$ cat src/rtl/cfglock_pkg.sv
package cfglock_pkg;

    typedef enum logic [1:0] {
        LK_SHUT  = 2'd0,
        LK_TIMED = 2'd1,
        LK_HELD  = 2'd2
    } lock_state_e;

    typedef enum logic [1:0] {
        KK_SHUT   = 2'd0,
        KK_FIRST  = 2'd1,
        KK_SECOND = 2'd2,
        KK_OPEN   = 2'd3
    } kick_state_e;

endpackage

$ cat src/rtl/lock_channel.sv
module lock_channel
    import cfglock_pkg::*;
#(
    parameter int            DW            = 32,
    parameter logic [DW-1:0] KEY           = '0,
    parameter bit            AUTO          = 1'b0,
    parameter int            RELOCK_CYCLES = 4
) (
    input  logic          clk,
    input  logic          rst_n,
    input  logic          lock_wr,
    input  logic [DW-1:0] wdata,
    output logic          is_open
);
    localparam int CW = $clog2(RELOCK_CYCLES + 1);

    lock_state_e   state_q, state_d;
    logic [CW-1:0] cnt_q, cnt_d;

    // state register
    always_ff @(posedge clk or negedge rst_n) begin
        if (!rst_n) begin
            state_q <= LK_SHUT;
            cnt_q   <= '0;
        end else begin
            state_q <= state_d;
            cnt_q   <= cnt_d;
        end
    end

    // next state
    always_comb begin
        state_d = state_q;
        cnt_d   = cnt_q;
        if (lock_wr) begin
            if (wdata == KEY) begin
                state_d = AUTO ? LK_TIMED : LK_HELD;
                cnt_d   = CW'(RELOCK_CYCLES);
            end else begin
                state_d = LK_SHUT;
            end
        end else begin
            unique case (state_q)
                LK_SHUT: ;
                LK_HELD: ;
                LK_TIMED: begin
                    if (cnt_q == CW'(1)) state_d = LK_SHUT;
                    else                 cnt_d   = cnt_q - CW'(1);
                end
                default: state_d = LK_SHUT;
            endcase
        end
    end

    // outputs
    always_comb begin
        unique case (state_q)
            LK_TIMED, LK_HELD: is_open = 1'b1;
            default:           is_open = 1'b0;
        endcase
    end
endmodule

$ cat src/rtl/kick_unit.sv
module kick_unit
    import cfglock_pkg::*;
#(
    parameter int            DW    = 32,
    parameter logic [DW-1:0] KEY_A = '0,
    parameter logic [DW-1:0] KEY_B = '0
) (
    input  logic          clk,
    input  logic          rst_n,
    input  logic          wr_a,
    input  logic          wr_b,
    input  logic [DW-1:0] wdata,
    output logic          a_ok,
    output logic          b_ok,
    output logic          both_ok
);
    kick_state_e state_q, state_d;
    logic a_now, b_now, a_nx, b_nx;

    always_ff @(posedge clk or negedge rst_n) begin
        if (!rst_n) state_q <= KK_SHUT;
        else        state_q <= state_d;
    end

    always_comb begin
        a_now = (state_q == KK_FIRST)  || (state_q == KK_OPEN);
        b_now = (state_q == KK_SECOND) || (state_q == KK_OPEN);
        a_nx  = wr_a ? (wdata == KEY_A) : a_now;
        b_nx  = wr_b ? (wdata == KEY_B) : b_now;
        unique case ({a_nx, b_nx})
            2'b11:   state_d = KK_OPEN;
            2'b10:   state_d = KK_FIRST;
            2'b01:   state_d = KK_SECOND;
            default: state_d = KK_SHUT;
        endcase
    end

    always_comb begin
        unique case (state_q)
            KK_OPEN:   {a_ok, b_ok, both_ok} = 3'b111;
            KK_FIRST:  {a_ok, b_ok, both_ok} = 3'b100;
            KK_SECOND: {a_ok, b_ok, both_ok} = 3'b010;
            default:   {a_ok, b_ok, both_ok} = 3'b000;
        endcase
    end
endmodule

$ cat src/rtl/guarded_reg.sv
module guarded_reg #(
    parameter int DW = 32
) (
    input  logic          clk,
    input  logic          rst_n,
    input  logic          sel_wr,
    input  logic          allow,
    input  logic [DW-1:0] wdata,
    output logic [DW-1:0] q,
    output logic          denied
);
    always_ff @(posedge clk or negedge rst_n) begin
        if (!rst_n)                q <= '0;
        else if (sel_wr && allow)  q <= wdata;
    end

    assign denied = sel_wr && !allow;
endmodule

$ cat src/rtl/cfg_lock_bank.sv
module cfg_lock_bank
    import cfglock_pkg::*;
#(
    parameter int               DW            = 32,
    parameter int               ADDR_W        = 4,
    parameter int               NLOCK         = 4,
    parameter int               NKCFG         = 2,
    parameter int               RELOCK_CYCLES = 4,
    parameter logic [NLOCK-1:0] AUTO_MASK     = 4'b0011,
    parameter logic [DW-1:0]    LOCK_KEY_BASE = 32'h5EC0_0A00,
    parameter logic [DW-1:0]    KICK_KEY_A    = 32'h83E7_0F1D,
    parameter logic [DW-1:0]    KICK_KEY_B    = 32'h95A2_C4B6
) (
    input  logic                  clk,
    input  logic                  rst_n,
    input  logic [ADDR_W-1:0]     bus_addr,
    input  logic [DW-1:0]         bus_wdata,
    input  logic                  bus_we,
    output logic [DW-1:0]         bus_rdata,
    output logic [NLOCK*DW-1:0]   cfg_out,
    output logic [NKCFG*DW-1:0]   kcfg_out
);
    localparam int CFG_BASE  = 0;
    localparam int LOCK_BASE = CFG_BASE + NLOCK;
    localparam int KICK_BASE = LOCK_BASE + NLOCK;
    localparam int KCFG_BASE = KICK_BASE + 2;
    localparam int VIOL_ADDR = KCFG_BASE + NKCFG;
    localparam int NVIOL     = NLOCK + NKCFG;

    logic [NLOCK-1:0][DW-1:0] cfg_q;
    logic [NKCFG-1:0][DW-1:0] kcfg_q;
    logic [NLOCK-1:0]         lock_open;
    logic [NVIOL-1:0]         denied_vec;
    logic [NVIOL-1:0]         viol_q;
    logic [NVIOL-1:0]         viol_clr;
    logic                     kick_a_ok, kick_b_ok, kick_open;

    for (genvar i = 0; i < NLOCK; i++) begin : g_lock
        lock_channel #(
            .DW(DW), .KEY(LOCK_KEY_BASE + DW'(i)),
            .AUTO(AUTO_MASK[i]), .RELOCK_CYCLES(RELOCK_CYCLES)
        ) u_lock (
            .clk(clk), .rst_n(rst_n),
            .lock_wr(bus_we && bus_addr == ADDR_W'(LOCK_BASE + i)),
            .wdata(bus_wdata), .is_open(lock_open[i])
        );
        guarded_reg #(.DW(DW)) u_word (
            .clk(clk), .rst_n(rst_n),
            .sel_wr(bus_we && bus_addr == ADDR_W'(CFG_BASE + i)),
            .allow(lock_open[i]), .wdata(bus_wdata),
            .q(cfg_q[i]), .denied(denied_vec[i])
        );
    end

    kick_unit #(.DW(DW), .KEY_A(KICK_KEY_A), .KEY_B(KICK_KEY_B)) u_kick (
        .clk(clk), .rst_n(rst_n),
        .wr_a(bus_we && bus_addr == ADDR_W'(KICK_BASE)),
        .wr_b(bus_we && bus_addr == ADDR_W'(KICK_BASE + 1)),
        .wdata(bus_wdata),
        .a_ok(kick_a_ok), .b_ok(kick_b_ok), .both_ok(kick_open)
    );

    for (genvar j = 0; j < NKCFG; j++) begin : g_kcfg
        guarded_reg #(.DW(DW)) u_word (
            .clk(clk), .rst_n(rst_n),
            .sel_wr(bus_we && bus_addr == ADDR_W'(KCFG_BASE + j)),
            .allow(kick_open), .wdata(bus_wdata),
            .q(kcfg_q[j]), .denied(denied_vec[NLOCK + j])
        );
    end

    // sticky violation flags, write-one-to-clear
    assign viol_clr = (bus_we && bus_addr == ADDR_W'(VIOL_ADDR))
                    ? bus_wdata[NVIOL-1:0] : '0;

    always_ff @(posedge clk or negedge rst_n) begin
        if (!rst_n) viol_q <= '0;
        else        viol_q <= (viol_q & ~viol_clr) | denied_vec;
    end

    // read mux
    always_comb begin
        bus_rdata = '0;
        for (int i = 0; i < NLOCK; i++) begin
            if (bus_addr == ADDR_W'(CFG_BASE + i))  bus_rdata = cfg_q[i];
            if (bus_addr == ADDR_W'(LOCK_BASE + i)) bus_rdata = DW'(lock_open[i]);
        end
        for (int j = 0; j < NKCFG; j++)
            if (bus_addr == ADDR_W'(KCFG_BASE + j)) bus_rdata = kcfg_q[j];
        if (bus_addr == ADDR_W'(KICK_BASE))     bus_rdata = DW'(kick_a_ok);
        if (bus_addr == ADDR_W'(KICK_BASE + 1)) bus_rdata = DW'(kick_b_ok);
        if (bus_addr == ADDR_W'(VIOL_ADDR))     bus_rdata = DW'(viol_q);
    end

    assign cfg_out  = cfg_q;
    assign kcfg_out = kcfg_q;
endmodule

$ cat config.mk
export PLATFORM = sky130hd
export DESIGN_NAME = cfg_lock_bank
export DESIGN_NICKNAME = d
export VERILOG_FILES = /design/src/rtl/cfglock_pkg.sv /design/src/rtl/lock_channel.sv /design/src/rtl/kick_unit.sv /design/src/rtl/guarded_reg.sv /design/src/rtl/cfg_lock_bank.sv
export SDC_FILE = /design/constraint.sdc
export NUM_CORES = 1
export LEC_CHECK = 0
export BUFFER_PORTS_ARGS = -buffer_cell sky130_fd_sc_hd__buf_2
export CAP_MARGIN = 20
export CORE_ASPECT_RATIO = 2
export CORE_UTILIZATION = 43
export CTS_CLUSTER_SIZE = 16
export DETAILED_ROUTE_END_ITERATION = 8
export PLACE_DENSITY_LB_ADDON = 0.25
export RECOVER_POWER = 100
export SLEW_MARGIN = 20
export SYNTH_ARGS = -nofsm -noshare
export SYNTH_HDL_FRONTEND = slang
export SYNTH_HIERARCHICAL = 1
export SYNTH_SLANG_ARGS = --single-unit
$ cat constraint.sdc
create_clock -name clk -period 4.4 [get_ports clk]
set_clock_uncertainty 0.1 [all_clocks]
set_input_delay 0.88 -clock clk [delete_from_list [all_inputs] [get_ports clk]]
set_output_delay 0.88 -clock clk [all_outputs]
set_load 0.05 [all_outputs]
==> results of run 1 <==
==> layout make-up <==
class | count | area, um2
fill | 2626 | 13470
sequential | 210 | 5255
antenna | 1 | 2.502
multi-input combinational | 514 | 4793
clock inverter | 8 | 46.29
inverter | 8 | 30.03
timing repair buffer | 274 | 1162
tap | 340 | 425.4
clock buffer | 26 | 574.3
==> flip-flops by register name, indices dropped and copies added, names as in the netlist <==
register               flops
g_lock.u_word/q          128
g_kcfg.u_word/q           64
u_kick/state_q             2
viol_q                     6
g_lock.u_lock/cnt_q        6
g_lock.u_lock/state_q      4
==> power by group through the flow <==
stage / Combinational [mW] / Clock, mW / Sequential, mW
2_1_floorplan: 0.111 / 0 / 1.99
3_3_place_gp: 0.254 / 0 / 1.99
3_5_place_dp: 0.257 / 0 / 1.99
4_1_cts: 0.257 / 1.73 / 1.95
5_1_grt: 0.265 / 1.79 / 1.96
6_report: 0.244 / 1.67 / 1.95
==> cell usage after synthesis, types with 8 or more instances <==
library cell,instances
sky130_fd_sc_hd__o21ai_0,9
sky130_fd_sc_hd__nand4_1,9
sky130_fd_sc_hd__dfrtp_1,210
sky130_fd_sc_hd__nand2_1,14
sky130_fd_sc_hd__a22oi_2,19
sky130_fd_sc_hd__buf_6,9
sky130_fd_sc_hd__a22oi_1,64
sky130_fd_sc_hd__o211ai_2,19
sky130_fd_sc_hd__nor2_1,17
sky130_fd_sc_hd__buf_12,18
sky130_fd_sc_hd__a21oi_1,13
sky130_fd_sc_hd__mux2_2,12
sky130_fd_sc_hd__nor3_1,9
sky130_fd_sc_hd__and4bb_2,8
sky130_fd_sc_hd__mux2_4,182
sky130_fd_sc_hd__mux2i_1,9
sky130_fd_sc_hd__buf_2,10
==> worst reg2reg max path, cell delays in order, from the launching register on <==
cell	delay [ns]
sky130_fd_sc_hd__dfrtp_1	0.38
sky130_fd_sc_hd__and2_1	0.22
sky130_fd_sc_hd__nand2_1	1.22
sky130_fd_sc_hd__mux2_1	0.82
==> metrics by stage <==
step | hold slack (ns) | cells | power (mW) | util | worst slack, ns
3_3_place_gp | 0.3695 | 1346 | 2.244 | 0.4908 | 0.5897
4_1_cts | 0.3900 | 1380 | 3.937 | 0.5149 | 0.5459
3_5_place_dp | 0.3738 | 1346 | 2.248 | 0.4908 | 0.5557
6_report | 0.3877 | 1381 | 3.873 | 0.4772 | 0.3424
5_1_grt | 0.4183 | 1381 | 4.013 | 0.4772 | 0.2789
2_1_floorplan | 0.3495 | 778 | 2.098 | - | 1.023
==> layout by cell type, fill, tap and decap left out, types with 7 or more instances in the layout <==
cell	count
sky130_fd_sc_hd__dfrtp_1	210
sky130_fd_sc_hd__mux2_4	11
sky130_fd_sc_hd__nand2b_1	8
sky130_fd_sc_hd__mux2_2	12
sky130_fd_sc_hd__o21ai_0	9
sky130_fd_sc_hd__inv_1	7
sky130_fd_sc_hd__nand2_1	17
sky130_fd_sc_hd__nand4_1	9
sky130_fd_sc_hd__buf_2	51
sky130_fd_sc_hd__a22oi_1	64
sky130_fd_sc_hd__mux2i_1	9
sky130_fd_sc_hd__mux2_1	171
sky130_fd_sc_hd__o211ai_2	19
sky130_fd_sc_hd__nor4b_1	7
sky130_fd_sc_hd__and4bb_2	7
sky130_fd_sc_hd__buf_4	10
sky130_fd_sc_hd__o211ai_1	7
sky130_fd_sc_hd__clkbuf_2	13
sky130_fd_sc_hd__clkbuf_16	21
sky130_fd_sc_hd__a22oi_2	19
sky130_fd_sc_hd__nor2_1	17
sky130_fd_sc_hd__nor3_1	9
sky130_fd_sc_hd__clkbuf_1	201
sky130_fd_sc_hd__a21oi_1	13
==> cells by family after synthesis <==
logic type / count (synthesis) / share of synthesized area
multiplexers: 203 / 0.2606
flip-flops: 210 / 0.4631
AND/OR/NAND/NOR: 145 / 0.09691
AO/OA/AOI/OAI: 162 / 0.1233
adder cells (fa/ha/maj): 4 / 0.004410
buffers and inverters: 54 / 0.05171
==> layer usage <==
layer  vias up  share of wire  track usage
met3        80          0.034      0.02636
met2       258           0.54       0.4706
met5         -              0            0
li1       3474              -            -
met4         0          0.041       0.1009
met1      4063           0.39       0.3071
==> worst min path at each step <==
stage | endpoint | depth (start not counted)
after CTS | viol_q[4] | 1
final | viol_q[4] | 1
after detailed placement | viol_q[4] | 1
after floorplan | viol_q[0] | 1
after global placement | viol_q[4] | 1
after global routing | viol_q[3] | 1
==> implementation parameters, run 1 <==
Parameter                              Value

Outcome
  Outcome ... finished with violations
  Failing checks ... max-capacitance violations, max-slew violations

Timing
  Unrepaired setup endpoints after global routing ... no
  Fin. Hold Viols ... 0
  Fin crit share ... 0.9222
  Post-route minimum period ... 4.058 ns
  Finish-stage setup viols ... 0
  Upper clock frequency limit ... 0.2464 GHz
  Worst Tran Pin Value ... 2.648 ns
  Final total negative setup slack ... 0 ns
  Normalized max-slew margin ... -0.7652
  Number of max-slew violations in the final report ... 201

Clock network
  Post-CTS setup repair buffer count ... 0
  Maximum level of the CTS H-tree ... 1
  TritonCTS buffer count ... 20
  Buffer type at the clock tree root ... sky130_fd_sc_hd__clkbuf_16
  CTS sink count ... 210
  Clock insertion delay at the later pin of the skew report ... 0.50 ns
  TritonCTS clock tree ... yes
  Number of cells upsized or downsized after cts ... 0
  Number of buffers inserted for hold repair after clock tree synthesis ... 0
  Clock edge transition at the registers on the reported setup and hold paths ... approximately 0.070 ns
  Longest Clk Path Bufs ... 3

Job
  Max-cap violations ... 4

Detailed routing
  # DRC ... 0
  Vias per cell ... 5.702
  Pre-Repair DR Iteration Count ... 4
  Via count ... 7875
  Iteration-0 DRC count of the detailed router ... 415
  Wire length per cell ... 24.91 um
  Number of antenna-violating nets in the routed design ... 0
  Total wire length ... ~34000 um

Critical path
  Start point of the critical path ... bus_addr[3]
  Kind of cell with the highest combined delay on the critical path ... simple AND/OR/NAND/NOR gates
  Crit path max-delay cell type ... sky130_fd_sc_hd__or2_2
  Reg-to-Reg Start ... u_kick/state_q[1]
  Max FO, Critical Path ... 19
  Arrival @ worst endpoint ... 3.08 ns
  Number of cells on the critical path ... 7
  Endpoint of the worst setup timing path ... bus_rdata[30]
  Buf/Inv on CP ... 3
  Capture point of the worst reg-to-reg path ... g_kcfg[1].u_word/q[30]
  Reg2Reg Depth ... 3
  Req. time, crit path ... 3.42 ns
  Stage delay of the slowest cell on the critical path ... 0.62 ns
  Crit path capture type ... output port
  Setup slack on the worst flop-to-flop path ... ~1.5 ns
  CP Class ... input port to output port
  Cell-by-cell trace of the critical path ... clkbuf_1 > or2_2 > nor2_8 > buf_4 > a22oi_2 > o211ai_2 > clkbuf_2
  CP Launch Type ... input port

Logic synthesis
  Synthesized flop and latch total ... 210
  Cell accounting for the most synthesized area ... sky130_fd_sc_hd__dfrtp_1
  Average instance area after synthesis ... 14.59 um2
  Count of mapped cells out of synthesis ... a little under 800
  Number of unique standard cell types used by synthesis ... 61
  Area share of the leading cell type in the synthesized netlist ... 0.4631
  Yosys synthesis warning count ... 6
  Dominant synthesized flop cell ... sky130_fd_sc_hd__dfrtp_1
  Post-Synthesis Net Count ... 821
  Cell types with the largest area share after synthesis ... sky130_fd_sc_hd__dfrtp_1 (46%), sky130_fd_sc_hd__mux2_4 (24%), sky130_fd_sc_hd__a22oi_1 (4.2%)
  Number of enable-type register cells in the synthesized netlist ... 0
  Share of async-settable or async-resettable flops after synthesis ... 1.000
  Synthesized area ... 11350 um2
  Proportion of synthesized chip area in sequential cells ... 0.4631

Placement
  Routability congestion estimate ... 0.8478
  Post-place instance area ... between 10000 and 15000 um2
  Count of input and output buffers ... 262
  Half-perimeter wire length after placement ... between 20000 and 25000 um

Power
  Power per unit of standard cell area ... between 300 and 400 nW/um2
  Clock power share ... 0.432
  Gate power share ... 0.063
  Sequential Power Share ... 0.505
  Reported leakage power ... about 5.9 nW
  Internal power ... between 2 and 3 mW
  Peak supply drop ... 194.5 uV
  Fraction of power spent switching nets ... 0.2445
  Net switching power ... 0.9470 mW

Global routing
  Wire length of the first global-routing pass ... 51920 um
  Number of antenna violations at the first check in global routing ... 1
  Number of global-route vias before repair ... about 8100
  Overall overflow remaining after global route ... 0
  GRT Resource Usage Total ... 0.2593
  Largest net degree at the start of global routing ... 103

Cells and area
  Count of nets after finishing ... between 1000 and 1500
  Finished Cell Area ... 12290 um2
  Layout cells sized above 1 ... 0.1990
  Syn-to-layout area delta ... 8.291%

Floorplan
  Die extent in x ... 116.9 um
  Initial core utilization ... 0.4406
  IO Count ... 263
  Row count ... 83
  Area of the die ... 27080 um2
  Die Span Y ... 231.7 um
  Area of the core ... between 20000 and 30000 um2

Hold path
  Critical hold path startpoint ... viol_q[4]
  Hold WC Path Type ... register to register
(Power assumes the default switching activity.)
==> run 2, diff against run 1 <==
Settings changed: BUFFER_PORTS_ARGS -buffer_cell sky130_fd_sc_hd__buf_2 to not set, DONT_BUFFER_PORTS set to 1, SLEW_MARGIN 20 to 0.
==> implementation parameters, run 2 (synthesis results as in run 1) <==
Parameter                              Value

Timing
  Final-layout worst hold slack ... -0.03665 ns
  Unrepaired setup endpoints after global routing ... no
  Upper clock frequency limit ... 0.2593 GHz
  Fin crit share ... 0.8765
  Worst Tran Pin Value ... 2.046 ns
  Fin. Hold Viols ... 64
  Number of max-slew violations in the final report ... 132
  PnR worst setup slack ... 0.5432 ns
  Post-route minimum period ... 3.857 ns
  Finish-stage setup viols ... 0
  Normalized max-slew margin ... -0.3674
  Final total negative setup slack ... 0 ns

Cells and area
  Largest register FFs ... between 100 and 150
  Most common cell after layout, fill and taps aside ... sky130_fd_sc_hd__dfrtp_1
  Finished Cell Area ... 11290 um2
  Largest regs ... g_lock.u_word/q: 128 flops, g_kcfg.u_word/q: 64 flops
  N_diodes ... 0
  Register name with the most flops ... g_lock.u_word/q
  Share of the core filled with cells ... 0.4382
  Non-Filler Instances ... 1125
  Commonest cells after routing, fill and taps aside ... sky130_fd_sc_hd__dfrtp_1 (210), sky130_fd_sc_hd__mux2_1 (177), sky130_fd_sc_hd__a22oi_1 (65)
  Count of nets after finishing ... 812
  Syn-to-layout area delta ... -0.5515%
  Layout cells sized above 1 ... 0.1643

Detailed routing
  Total wire length ... 33690 um
  Number of antenna-violating nets in the routed design ... 0
  Via count ... 7057
  Pre-Repair DR Iteration Count ... 5
  # DRC ... 0
  Vias per cell ... around 6.3
  Iteration-0 DRC count of the detailed router ... 449
  Wire length per cell ... 29.95 um

Critical path
  Crit path capture type ... output port
  CP Launch Type ... input port
  Reg-to-Reg Start ... u_kick/state_q[1]
  Arrival @ worst endpoint ... between 2 and 3 ns
  Req. time, crit path ... around 3.4 ns
  CP Class ... input port to output port
  Setup slack on the worst flop-to-flop path ... 1.49 ns
  Max FO, Critical Path ... 19
  Reg2Reg Depth ... 3
  Capture point of the worst reg-to-reg path ... g_kcfg[1].u_word/q[3]

Clock network
  Post-CTS setup repair buffer count ... 0
  Buffer type at the clock tree root ... sky130_fd_sc_hd__clkbuf_16
  Clock edge transition at the registers on the reported setup and hold paths ... approximately 0.060 ns
  Maximum level of the CTS H-tree ... 1
  Number of cells upsized or downsized after cts ... 0
  TritonCTS clock tree ... yes
  CTS sink count ... 210
  Longest Clk Path Bufs ... 3
  TritonCTS buffer count ... 22
  Clock insertion delay at the later pin of the skew report ... 0.51 ns

Placement
  Post-place instance area ... 11320 um2
  Inst Count DP ... 1085
  Half-perimeter wire length after placement ... between 20000 and 25000 um
  Setup slack after placement ... 0.8777 ns
  Count of input and output buffers ... 0
  Routability congestion estimate ... 0.8431

Outcome
  Failing checks ... negative hold slack, max-capacitance violations, max-slew violations
  Outcome ... finished with violations

Power
  Sequential Power Share ... 0.479
  Total power consumption of the routed design ... 4.082 mW
  Power per unit of standard cell area ... between 300 and 400 nW/um2
  Clock power share ... 0.492
  Net switching power ... 0.9156 mW
  Fraction of power spent switching nets ... 0.2243
  Internal power ... 3.166 mW
  Gate power share ... 0.029
  Reported leakage power ... between 5 and 6 nW
  Peak supply drop ... between 200 and 300 uV

Hold path
  Hold WC Path Type ... input port to asynchronous set/reset pin

Global routing
  Number of antenna violations at the first check in global routing ... 0
  Wire length of the first global-routing pass ... between 40000 and 50000 um
  GRT Resource Usage Total ... 0.2494
  Number of global-route vias before repair ... 7670
  Largest net degree at the start of global routing ... 211
  Overall overflow remaining after global route ... 0

Floorplan
  Area of the core ... 25750 um2
  IO Count ... 263
  Die Span Y ... 231.7 um
  Row count ... a little over 80
  Area of the die ... roughly 27000 um2
  Die extent in x ... 116.9 um
  Initial core utilization ... 0.4406

Job
  Max-cap violations ... 4
==> run 2: cell count changes in the layout (fill, tap and decap cells not counted), sizes merged <==
cell,change
diode,-1
clkinv,-2
clkbuf,-204
clkinvlp,+3
buf,-57
inv,+2
bufinv,+3
==> run 2: per-layer routing <==
metal,track usage,part of all wire
met5,0,0
met4,0.1159,0.043
met3,0.05247,0.066
met2,0.4517,0.54
met1,0.2707,0.35
==> run 2: worst max-delay path, stage by stage <==
cell and delay [ns]:
sky130_fd_sc_hd__or2_0 0.41, sky130_fd_sc_hd__nor2_8 0.41, sky130_fd_sc_hd__clkbuf_2 0.54, sky130_fd_sc_hd__a22oi_2 0.09, sky130_fd_sc_hd__o211ai_1 0.53
==> run 2: cell type report <==
type,instances,area [um2]
clock buffers,26,606.8
flip-flops and latches,210,5255
clock inverters,14,173.9
repair buffers,13,68.82
inverters,8,30.03
fillers,2543,14470
multi-input cells,514,4726
well taps,340,425.4
==> run 2: worst max-delay path by stage <==
stage           startpoint  slack (ns)  cells after the start            end
6_report       bus_addr[3]        0.54                      5  bus_rdata[19]
5_1_grt        bus_addr[3]        0.46                      5  bus_rdata[28]
4_1_cts        bus_addr[3]        0.88                      3   bus_rdata[6]
2_1_floorplan  bus_addr[3]        1.02                      5  bus_rdata[11]
3_3_place_gp   bus_addr[3]        0.91                      3   bus_rdata[7]
3_5_place_dp   bus_addr[3]        0.88                      3   bus_rdata[6]
==> run 2: power groups by stage <==
stage / logic, mW / clock network, mW / registers (mW)
floorplan: 0.111 / 0 / 1.99
global placement: 0.121 / 0 / 1.99
detailed placement: 0.124 / 0 / 1.99
CTS: 0.125 / 2.05 / 1.95
global route: 0.126 / 2.13 / 1.96
finish: 0.120 / 2.01 / 1.95
==> run 3, diff against run 2 <==
Settings changed: CORE_UTILIZATION 43 to 38, RECOVER_POWER 100 to 25.
==> implementation parameters, run 3 (synthesis results as in run 1) <==
Parameter                              Value

Global routing
  Number of global-route vias before repair ... 7585
  Global-route track usage on met2 ... 0.4134
  Global routing's busiest layer ... met2
  Overall overflow remaining after global route ... 0
  Met1 global-route usage ... 0.2382
  Met3 Use GR ... 0.04653
  Number of antenna violations at the first check in global routing ... 0
  Wire length of the first global-routing pass ... 50140 um
  GRT Resource Usage Total ... 0.2241
  Largest net degree at the start of global routing ... 211

Power
  Internal power ... 3.059 mW
  Sequential Power Share ... 0.492
  Peak supply drop ... 204.9 uV
  Fraction of power spent switching nets ... 0.2295
  Power per unit of standard cell area ... between 300 and 400 nW/um2
  Clock power share ... 0.467
  Net switching power ... 0.9113 mW
  Reported leakage power ... about 6.0 nW
  Gate power share ... 0.041

Cells and area
  Share of the core filled with cells ... 0.4106
  Commonest cells after routing, fill and taps aside ... sky130_fd_sc_hd__dfrtp_1 (210), sky130_fd_sc_hd__mux2_4 (182), sky130_fd_sc_hd__a22oi_1 (64)
  Largest regs ... g_lock.u_word/q: 128 flops, g_kcfg.u_word/q: 64 flops
  Largest register FFs ... 128
  Layout filler cell count ... 2781
  Syn-to-layout area delta ... 6.373%
  Layout cells sized above 1 ... 0.4142
  Most common cell after layout, fill and taps aside ... sky130_fd_sc_hd__dfrtp_1
  N_diodes ... 0
  Register name with the most flops ... g_lock.u_word/q
  Count of nets after finishing ... 816

Detailed routing
  Pre-Repair DR Iteration Count ... 5
  # DRC ... 0
  Via count ... 6925
  Iteration-0 DRC count of the detailed router ... 413
  Total wire length ... between 30000 and 40000 um
  Wire length per cell ... 29.98 um
  Vias per cell ... 6.017
  Number of antenna-violating nets in the routed design ... 0

Floorplan
  Area of the die ... ~30000 um2
  Die Span Y ... 246.4 um
  Die extent in x ... roughly 120 um
  Area of the core ... 29400 um2
  IO Count ... 263
  Initial core utilization ... 0.3860
  Row count ... between 80 and 90

Hold path
  Hold WC Path Type ... register to register
  Critical hold path startpoint ... viol_q[0]
  Hold path endpoint ... viol_q[0]
  Instance count along the most critical hold path ... 1

Clock network
  TritonCTS buffer count ... 22
  Longest Clk Path Bufs ... 3
  Number of cells upsized or downsized after cts ... 0
  TritonCTS clock tree ... yes
  Buffer type at the clock tree root ... sky130_fd_sc_hd__clkbuf_16
  CTS sink count ... 210
  Clock insertion delay at the later pin of the skew report ... 0.52 ns
  Maximum level of the CTS H-tree ... 1
  Clock edge transition at the registers on the reported setup and hold paths ... 0.06 ns

Critical path
  Crit path capture type ... output port
  Arrival @ worst endpoint ... 2.67 ns
  Max FO, Critical Path ... 27
  Start point of the critical path ... bus_addr[3]
  CP Class ... input port to output port
  Req. time, crit path ... 3.42 ns
  Capture point of the worst reg-to-reg path ... g_kcfg[1].u_word/q[31]
  Reg2Reg Depth ... 3
  Reg-to-Reg Start ... u_kick/state_q[1]
  Setup slack on the worst flop-to-flop path ... about 2.4 ns
  CP Launch Type ... input port

Timing
  Fin. Hold Viols ... 0
  PnR worst setup slack ... 0.7494 ns
  Unrepaired setup endpoints after global routing ... no
  Normalized max-slew margin ... -0.9005
  Worst Tran Pin Value ... approximately 2.9 ns
  Upper clock frequency limit ... ~0.27 GHz
  Finish-stage setup viols ... 0
  Final-layout worst hold slack ... 0.3778 ns
  Post-route minimum period ... 3.651 ns
  Fin crit share ... 0.8297
  Final total negative setup slack ... 0 ns
  Number of max-slew violations in the final report ... between 200 and 250

Placement
  Setup slack after placement ... 0.7224 ns
  Routability congestion estimate ... a little over 0.8
  Count of input and output buffers ... 0
  Half-perimeter wire length after placement ... roughly 23000 um

Job
  Max-cap violations ... 2

Outcome
  Outcome ... finished with violations
  Failing checks ... max-capacitance violations, max-slew violations
[run 3: power by group through the flow]
stage / Combinational, mW / Sequential, mW / Clock (mW)
floorplan: 0.111 / 1.99 / 0
CTS: 0.124 / 1.95 / 1.89
detailed placement: 0.124 / 1.99 / 0
finish: 0.161 / 1.96 / 1.85
global route: 0.177 / 1.96 / 1.96
global placement: 0.123 / 1.99 / 0
[run 3: timing repair]
action                                 CTS  global route
setup endpoints to repair                0             0
endpoints found under the hold margin  210           111
buffers inserted                         0             0
[run 3: how the worst max path moves through the flow]
stage | endpoint | cells after the start
CTS | bus_rdata[6] | 5
finish | bus_rdata[6] | 5
global route | bus_rdata[31] | 5
detailed placement | bus_rdata[6] | 5
floorplan | bus_rdata[11] | 5
global placement | bus_rdata[6] | 5
[run 3: final cells by class]
type	instances	area [um2]	share of cell area
repair buffers	17	122.6	0.01016
multi-input cells	514	5507	0.4562
clock buffers	32	639.4	0.05296
clock inverters	6	62.56	0.005182
well taps	364	455.4	0.03773
inverters	8	30.03	0.002488
flip-flops and latches	210	5255	0.4353
[run 3: critical path: stages]
cell	delay, ns
sky130_fd_sc_hd__or2_2	0.54
sky130_fd_sc_hd__nor2_8	0.63
sky130_fd_sc_hd__a22oi_1	0.19
sky130_fd_sc_hd__o211ai_1	0.17
sky130_fd_sc_hd__buf_4	0.24
[run 3: per-layer routing]
layer  wire length, um  up-vias
met5                 0        -
met4              1237        0
met3              1929       72
met2             19180      274
met1             12160     3641
li1                  -     2938
[run 3: metrics by stage]
step	power [mW]	area [um2]	instances
2_1_floorplan	2.098	11350	778
3_3_place_gp	2.113	11360	1111
3_5_place_dp	2.114	11360	1111
4_1_cts	3.971	12060	1149
5_1_grt	4.090	12070	1151
6_report	3.971	12070	1151
